==> config.mk <==
export PLATFORM = sky130hd
export DESIGN_NAME = rev_guard
export DESIGN_NICKNAME = d
export VERILOG_FILES = /design/src/rtl/rev_guard_pkg.sv /design/src/rtl/rev_guard_decode.sv /design/src/rtl/rev_guard_slot.sv /design/src/rtl/rev_guard_devbit.sv /design/src/rtl/rev_guard.sv
export SDC_FILE = /design/constraint.sdc
export NUM_CORES = 1
export LEC_CHECK = 0
export BUFFER_PORTS_ARGS = -buffer_cell sky130_fd_sc_hd__buf_4
export CAP_MARGIN = 20
export CORE_MARGIN = 10
export CORE_UTILIZATION = 50
export CTS_CLUSTER_DIAMETER = 50
export DETAILED_ROUTE_END_ITERATION = 6
export PLACE_DENSITY = 0.73
export SKIP_CTS_REPAIR_TIMING = 1
export SLEW_MARGIN = 10
export SYNTH_ARGS = -nofsm -noshare
export SYNTH_HDL_FRONTEND = slang
export SYNTH_HIERARCHICAL = 1
export SYNTH_SLANG_ARGS = --single-unit
export TNS_END_PERCENT = 30
==> constraint.sdc <==
create_clock -name clk -period 1.5 [get_ports clk]
set_clock_uncertainty 0.05 [all_clocks]
set_input_delay 0.3 -clock clk [delete_from_list [all_inputs] [get_ports clk]]
set_output_delay 0.3 -clock clk [all_outputs]
set_load 0.01 [all_outputs]
==> src/rtl/rev_guard_pkg.sv <==
// Shared operation codes for the per-revision protection guard.
package rev_guard_pkg;

    typedef enum logic [2:0] {
        OP_IDLE   = 3'd0,
        OP_READ   = 3'd1,
        OP_PROG   = 3'd2,
        OP_ERASE  = 3'd3,
        OP_UNLOCK = 3'd4,
        OP_LOCK   = 3'd5,
        OP_RDPROT = 3'd6,
        OP_WIPE   = 3'd7
    } op_e;

endpackage

==> src/rtl/rev_guard_decode.sv <==
// Command decoder.
// Turns the raw operation code and revision index into one-hot flags.
// Assumes at most one command per cycle; nothing is decoded while cmd_valid is low.
module rev_guard_decode #(
    parameter int unsigned N_REV = 4,
    parameter int unsigned REV_W = 2
) (
    input  logic             cmd_valid,
    input  logic [2:0]       cmd_op,
    input  logic [REV_W-1:0] cmd_rev,
    output logic [N_REV-1:0] rev_sel,
    output logic             is_read,
    output logic             is_prog,
    output logic             is_erase,
    output logic             is_unlock,
    output logic             is_lock,
    output logic             is_rdprot,
    output logic             is_wipe
);
    import rev_guard_pkg::*;

    op_e op;
    assign op = op_e'(cmd_op);

    // Operation flags: exactly one is high for a valid non-idle command.
    always_comb begin
        is_read   = 1'b0;
        is_prog   = 1'b0;
        is_erase  = 1'b0;
        is_unlock = 1'b0;
        is_lock   = 1'b0;
        is_rdprot = 1'b0;
        is_wipe   = 1'b0;
        if (cmd_valid) begin
            unique case (op)
                OP_READ:   is_read   = 1'b1;
                OP_PROG:   is_prog   = 1'b1;
                OP_ERASE:  is_erase  = 1'b1;
                OP_UNLOCK: is_unlock = 1'b1;
                OP_LOCK:   is_lock   = 1'b1;
                OP_RDPROT: is_rdprot = 1'b1;
                OP_WIPE:   is_wipe   = 1'b1;
                default:   ;
            endcase
        end
    end

    // Revision select: one-hot match of the index, gated by valid.
    for (genvar i = 0; i < N_REV; i++) begin : g_sel
        assign rev_sel[i] = cmd_valid && (cmd_rev == REV_W'(i));
    end

endmodule

==> src/rtl/rev_guard_slot.sv <==
// State for a single revision: write lock, optional read shield, unlock-armed flag.
// Assumes the flags arrive one-hot from the decoder.
// Also assumes wipe_go is already qualified by the top (all locks armed).
module rev_guard_slot #(
    parameter bit KEEP_RP = 1'b1
) (
    input  logic clk,
    input  logic rst_n,
    input  logic sel,
    input  logic is_read,
    input  logic is_prog,
    input  logic is_erase,
    input  logic is_unlock,
    input  logic is_lock,
    input  logic is_rdprot,
    input  logic wipe_go,
    output logic wp,
    output logic rp,
    output logic armed,
    output logic erase_ok
);
    logic wp_q;
    logic arm_q;

    assign erase_ok = !wp_q || arm_q;
    assign wp       = wp_q;
    assign armed    = arm_q;

    // Lock and arm tracking: unlock arms, other commands disarm, erase clears.
    always_ff @(posedge clk) begin
        if (!rst_n) begin
            wp_q  <= 1'b0;
            arm_q <= 1'b0;
        end else if (wipe_go) begin
            wp_q  <= 1'b0;
            arm_q <= 1'b0;
        end else if (sel) begin
            if (is_unlock) begin
                arm_q <= 1'b1;
            end else if (is_lock) begin
                wp_q  <= 1'b1;
                arm_q <= 1'b0;
            end else if (is_erase) begin
                if (erase_ok) begin
                    wp_q  <= 1'b0;
                    arm_q <= 1'b0;
                end
            end else if (is_read || is_prog || is_rdprot) begin
                arm_q <= 1'b0;
            end
        end
    end

    if (KEEP_RP) begin : g_rp
        logic rp_q;
        // Per-revision shield: set by read-protect, cleared by a granted erase.
        always_ff @(posedge clk) begin
            if (!rst_n) begin
                rp_q <= 1'b0;
            end else if (wipe_go) begin
                rp_q <= 1'b0;
            end else if (sel && is_rdprot) begin
                rp_q <= 1'b1;
            end else if (sel && is_erase && erase_ok) begin
                rp_q <= 1'b0;
            end
        end
        assign rp = rp_q;
    end else begin : g_no_rp
        assign rp = 1'b0;
    end

endmodule

==> src/rtl/rev_guard_devbit.sv <==
// Shared read shield for the whole-device variant.
// Set by any read-protect command, cleared only by a granted full erase.
module rev_guard_devbit (
    input  logic clk,
    input  logic rst_n,
    input  logic set_req,
    input  logic clr_req,
    output logic shield
);
    // Shared shield register: clear has priority over set.
    always_ff @(posedge clk) begin
        if (!rst_n) begin
            shield <= 1'b0;
        end else if (clr_req) begin
            shield <= 1'b0;
        end else if (set_req) begin
            shield <= 1'b1;
        end
    end
endmodule

==> src/rtl/rev_guard.sv <==
// Per-revision protection guard, top level.
// Decides grant or deny for each command and registers the answer.
// Keeps per-revision locks and shields, or a shared shield when DEVICE_WIDE is set.
// Assumes one command per cycle from an upstream decoder.
module rev_guard #(
    parameter int unsigned N_REV       = 4,
    parameter bit          DEVICE_WIDE = 1'b0,
    localparam int unsigned REV_W      = (N_REV > 1) ? $clog2(N_REV) : 1
) (
    input  logic             clk,
    input  logic             rst_n,
    input  logic             cmd_valid,
    input  logic [2:0]       cmd_op,
    input  logic [REV_W-1:0] cmd_rev,
    output logic             grant,
    output logic             deny,
    output logic             lock_err,
    output logic             secure
);
    logic [N_REV-1:0] rev_sel;
    logic is_read, is_prog, is_erase, is_unlock, is_lock, is_rdprot, is_wipe;
    logic [N_REV-1:0] wp_v, rp_v, arm_v, ok_v;
    logic all_ok, wipe_go, dev_rp;
    logic wp_sel, rp_sel, ok_sel;
    logic grant_d, deny_d, err_d;

    rev_guard_decode #(.N_REV(N_REV), .REV_W(REV_W)) u_dec (
        .cmd_valid (cmd_valid),
        .cmd_op    (cmd_op),
        .cmd_rev   (cmd_rev),
        .rev_sel   (rev_sel),
        .is_read   (is_read),
        .is_prog   (is_prog),
        .is_erase  (is_erase),
        .is_unlock (is_unlock),
        .is_lock   (is_lock),
        .is_rdprot (is_rdprot),
        .is_wipe   (is_wipe)
    );

    for (genvar i = 0; i < N_REV; i++) begin : g_slot
        rev_guard_slot #(.KEEP_RP(!DEVICE_WIDE)) u_slot (
            .clk       (clk),
            .rst_n     (rst_n),
            .sel       (rev_sel[i]),
            .is_read   (is_read),
            .is_prog   (is_prog),
            .is_erase  (is_erase),
            .is_unlock (is_unlock),
            .is_lock   (is_lock),
            .is_rdprot (is_rdprot),
            .wipe_go   (wipe_go),
            .wp        (wp_v[i]),
            .rp        (rp_v[i]),
            .armed     (arm_v[i]),
            .erase_ok  (ok_v[i])
        );
    end

    if (DEVICE_WIDE) begin : g_dev
        rev_guard_devbit u_devbit (
            .clk     (clk),
            .rst_n   (rst_n),
            .set_req (is_rdprot),
            .clr_req (wipe_go),
            .shield  (dev_rp)
        );
    end else begin : g_nodev
        assign dev_rp = 1'b0;
    end

    // A full erase may proceed only when no lock is left unarmed.
    assign all_ok  = &ok_v;
    assign wipe_go = is_wipe && all_ok;

    // Per-revision view of the addressed revision.
    assign wp_sel = wp_v[cmd_rev];
    assign ok_sel = ok_v[cmd_rev];
    assign rp_sel = DEVICE_WIDE ? dev_rp : rp_v[cmd_rev];

    // Decision table for the current command.
    always_comb begin
        grant_d = 1'b0;
        deny_d  = 1'b0;
        err_d   = 1'b0;
        if (is_read) begin
            grant_d = !rp_sel;
            deny_d  = rp_sel;
        end else if (is_prog) begin
            grant_d = !wp_sel;
            deny_d  = wp_sel;
        end else if (is_erase) begin
            grant_d = ok_sel;
            deny_d  = !ok_sel;
            err_d   = !ok_sel;
        end else if (is_unlock || is_lock || is_rdprot) begin
            grant_d = 1'b1;
        end else if (is_wipe) begin
            grant_d = all_ok;
            deny_d  = !all_ok;
            err_d   = !all_ok;
        end
    end

    // Registered answer, one cycle after the command.
    always_ff @(posedge clk) begin
        if (!rst_n) begin
            grant    <= 1'b0;
            deny     <= 1'b0;
            lock_err <= 1'b0;
        end else begin
            grant    <= grant_d;
            deny     <= deny_d;
            lock_err <= err_d;
        end
    end

    // Security flag for the capture logic: any shield set anywhere.
    assign secure = (|rp_v) | dev_rp;

endmodule

* Word level (Yosys, flattened, before mapping)
Cells that the tools add are included.
** Operators by class
- Magnitude comparators :: 1
- Equal/unequal tests :: 14
- Multiplexer cells :: 63
- Bitwise operators :: 2
- Reductions and logical operators :: 56
** Operator list (number)
- $mux 1 :: 60
- $reduce_and 4->1 :: 5
- $reduce_bool 2->1 :: 9
- $logic_and 1x1->1 :: 17
- $eq 3x3->1 const B :: 4
- $ne 4x3->1 const B :: 3
- $reduce_and 3->1 :: 4
- $logic_not 1->1 :: 8
- $logic_or 1x1->1 :: 8
- $bmux 1 s2 :: 3
- $eq 3x2->1 const B :: 2
- $eq 2x2->1 const B :: 2
- $ne 4x4->1 const B :: 1
- $reduce_bool 4->1 :: 1
- $reduce_or 4->1 :: 1
- $eq 3x1->1 const B :: 1
- $lt 2x3->1 const B :: 1
- $reduce_or 3->1 :: 1
- $eq 2x1->1 const B :: 1
- $logic_not 2->1 :: 1
- $not 1->1 :: 2
- $reduce_or 2->1 :: 1
** Storage, ports and cells
- Register bits after elaboration :: 15
- Bits of input ports :: 8
- Output and inout bits :: 4
- Word-level logic and storage cells :: 151

* Longest topological paths before layout
- Depth in word-level cells :: 9
- Gate-level depth with buffers :: 6
- Depth with buffers taken out :: 5

* Hierarchy
Netlist, hierarchy kept.
** Modules (own cells, without submodules)
- rev_guard_slot :: times used 4, cells an instance 18, area each 158.9 um^2, sequential area each 60.1 um^2
- rev_guard :: times used 1, cells an instance 24, area each 254.0 um^2, sequential area each 60.1 um^2
- rev_guard_decode :: times used 1, cells an instance 12, area each 127.6 um^2, sequential area each 0.0 um^2

* Worst setup path before layout
Ideal clock, no wire load.
- Path kind :: input -> register
- Start point :: input port cmd_op[2]
- End point :: register deny
- Setup time :: 120 ps
- Arrival :: 1465 ps
- Data required time :: 1330 ps
- Setup slack :: -134 ps
- Cell stages on the path :: 5
- Buffers on the path :: 0
- Cell sequence :: and4b_1 -> nor4_1 -> and3b_1 -> o211a_1 -> a211o_1
** Between the ends
- Cells in the longest elaborated chain, start to end :: 9
- Elaborated cells on any way between the ends :: 28
- Classes of those cells :: 7 x eq/ne; 19 x mux; 2 x reduce/logical
** Ends and longest elaborated chain
- start, declared :: RTL line rev_guard.sv:13 : input logic [2:0] cmd_op,
- $eq 3x3->1 :: RTL line rev_guard_decode.sv:35 : unique case (op)
- $mux 1 :: RTL line rev_guard_decode.sv:35
- $mux 1 :: RTL line rev_guard_decode.sv:34 : if (cmd_valid) begin
- $logic_or 1x1->1 (2 in a row) :: RTL line rev_guard.sv:96 : end else if (is_unlock || is_lock || is_rdprot) begin
- $mux 1 :: RTL line rev_guard.sv:96
- $mux 1 :: RTL line rev_guard.sv:92 : end else if (is_erase) begin
- $mux 1 :: RTL line rev_guard.sv:89 : end else if (is_prog) begin
- $mux 1 * :: RTL line rev_guard.sv:86 : if (is_read) begin
- end signal, assigned :: RTL line rev_guard.sv:113 : deny <= deny_d;
- end, declared :: RTL line rev_guard.sv:16 : output logic deny,
Every way passes the cells marked *; elsewhere a longest branch is shown, timed or not.
A chain may end at the register's enable or synchronous reset.

* Worst setup path after layout
- Start point :: register g_slot[0].u_slot.g_rp.rp_q
- End point :: output port secure
** Between the ends
- Cells in the longest elaborated chain, start to end :: 1
** Ends and longest elaborated chain
- start, declared :: RTL line rev_guard_slot.sv:55 : logic rp_q;
- start signal, assigned :: RTL line rev_guard_slot.sv:59 : rp_q <= 1'b0;
- start signal, assigned :: RTL line rev_guard_slot.sv:61 : rp_q <= 1'b0;
- start signal, assigned :: RTL line rev_guard_slot.sv:63 : rp_q <= 1'b1;
- $reduce_or 4->1 :: RTL line rev_guard.sv:119 : assign secure = (|rp_v) | dev_rp;
- end, declared :: RTL line rev_guard.sv:18 : output logic secure
Every way passes these cells.

==> metrics.txt <==
status=finished with violations; violated checks=setup timing; Slowest cell on crit path=or4_4; fin nets=146; # IOs=12; syn_nets=116; detailed-route wire length per cell=around 16 µm; warnings from Yosys=6; Worst EP required=between 1 and 1.5 ns; Syn-to-layout area delta=27.3%; Synth top area share=~30%; RSZ-0062 raised after global routing=yes; GRT Util Overall=12.8%; critical path arrival=around 1.3 ns; Slew HR=75.3%; via density per instance=between 5 and 6; crit-path leading delay family=simple AND/OR/NAND/NOR gates; pin count of the biggest net entering global routing=13; EDFF count, synth=0; VDD IR max=724 µV; WP depth=2; Max clock buf depth=2; DR iter-0 viols=27; Yosys cell types=36; share of layout cells above drive strength 1=~43%; r2r startpoint=g_slot[2].u_slot/armed; die height=between 60 and 70 µm; fin crit share=108%; setup slack after layout=-0.125 ns; H-tree lvl count=1; worst hold path type=in -> reg; initial antenna violation count=0; worst reg2reg endpoint=deny; Setup Total Neg Slack=-0.128 ns; ranking of synthesized cells by area=dfxtp_1, nand2b_4, mux4_2; Power Total=a little under 800 µW; vias post-DR=963; CTS tree=done; Inst Count DP=159; worst slew pin tran=roughly 0.37 ns; Residual DRC=0; asr flop ratio synth=0%; drt pass-1 iters=5; Synth Cell Area=between 1000 and 1500 µm²; fin. max-slew vios=0; Pwr Density=slightly above 600 nW/µm²; number of fill cells=180; Port Buffer Count=11; root buf cell=clkbuf_4; dpl hpwl=1.99 mm; Starting Density=52.4%; reg2reg setup slack=0 ns; drt total wl=roughly 2.6 mm; Largest stage delay, worst path=approximately 0.51 ns; endpoint class of the critical path=primary output; GRT overflow=0; placement row count=16; final hold vios=0; number of max-cap violations=0; cells along the critical path=or4_4, buf_6; Setup crit end=secure; Final setup viols=2; CTS buffer count=3; Avg Inst Size Synth=9.42 µm²; Period minus WS final=approximately 1.6 ns; Worst Reg2Reg Path Length in Cells=5; die area=4240 µm²; n_diodes=0; core box area=1940 µm²; Routability Congestion=between 0.9 and 1; crit path from=g_slot[0].u_slot/rp; #FFs+latches synth=15; number of global-route vias before repair=between 900 and 1000; first-pass GRT wire length=around 4.4 mm; Primary FF master, synth=dfxtp_1; non-filler cells, final=around 160; Yosys top cell by area=dfxtp_1; Cells after Synth=roughly 110; Die X=65.1 µm; post-route ant nets=0; CP bufs+invs=1; CTS Sinks=15; register area share after synthesis=between 20% and 30%; Worst-path clk slew=roughly 0.1 ns; fmax=between 600 and 700 MHz; WS Path Type=reg -> out; CP Launch Type=flip-flop; worst-path maximum fanout=3; clk_lat worst skew=0.29 ns; leak pwr=0.000514 µW
==> sequential cells by signal, indices dropped and copies added, names as in the netlist <==
register             flops
g_slot.u_slot/wp         4
g_slot.u_slot/rp         4
deny                     1
lock_err                 1
grant                    1
g_slot.u_slot/armed      4
==> layer usage <==
| metal | part of all wire (%) | wire length, µm | GRT usage, % | vias up |
|---|---|---|---|---|
| met5 | 0 | 0 | 0 | - |
| met4 | 1.9 | 50 | 5.61 | 0 |
| met3 | 6.1 | 157 | 3.90 | 6 |
| met2 | 45 | 1150 | 19.0 | 32 |
| met1 | 47 | 1210 | 16.7 | 456 |
| li1 | - | - | - | 469 |
==> power by group <==
part	switching, µW	internal, µW	leakage, µW	total (µW)
clock	141	99.1	0.0000177	240
combinational	66.4	70.0	0.000373	136
sequential	3.52	404	0.000124	408
total	211	573	0.000514	784
==> cells by family after synthesis <==
| family | after synthesis | synth area share, % |
|---|---|---|
| mux | 8 | 10.6 |
| flops | 15 | 29.5 |
| buf+inv | 5 | 2.58 |
| compound gates | 21 | 16.0 |
| simple gates | 59 | 41.3 |
==> synth_stat cells (2+ instances only) <==
cell / instances
nand3_1: 4
mux4_2: 2
nor3_1: 4
and4_1: 2
inv_1: 4
and3b_2: 2
a21oi_1: 4
nand4b_1: 4
and4bb_1: 3
a21oi_2: 4
a31o_1: 4
and4b_1: 4
nand2b_4: 4
mux2i_1: 4
nand2_1: 9
dfxtp_1: 15
nor2_1: 9
a2bb2oi_1: 4
nand2b_1: 5
==> how the worst min path moves through the flow <==
stage	slack, ns	start	depth (start not counted)	end
2_1_floorplan	0.37	rst_n	1	deny
3_3_place_gp	0.44	g_slot[2].u_slot/armed	2	g_slot[2].u_slot/armed
3_5_place_dp	0.46	g_slot[2].u_slot/armed	2	g_slot[2].u_slot/armed
4_1_cts	0.22	rst_n	2	deny
5_1_grt	0.23	rst_n	2	deny
6_report	0.23	rst_n	2	deny
==> layout make-up <==
type	count	area, µm²	area share (%)
clock inverter	1	5.00	0.386
inverter	4	15.0	1.16
clock buffer	3	22.5	1.74
tap	27	33.8	2.61
sequential	15	307	23.7
multi-input combinational	88	713	55.1
timing repair buffer	26	199	15.4
==> through the flow <==
step | hold WS (ns) | cell area, µm² | setup slack (ns) | utilization [%]
after global routing | 0.230 | 1290 | -0.169 | 66.7
after detailed placement | 0.463 | 1240 | -0.134 | 64.0
after floorplan | 0.368 | 1030 | -0.0284 | -
after CTS | 0.215 | 1270 | -0.148 | 65.5
after global placement | 0.444 | 1240 | -0.103 | 64.0
final | 0.226 | 1290 | -0.125 | 66.7
==> cell usage in the layout (no fill, tap or decap), types with 5 or more instances in the layout <==
cell and instances:
buf_4 25, dfxtp_1 10, dfxtp_2 5, nand2_1 9
nand2b_1 5, nor2_1 9
(Power assumes the default switching activity.)
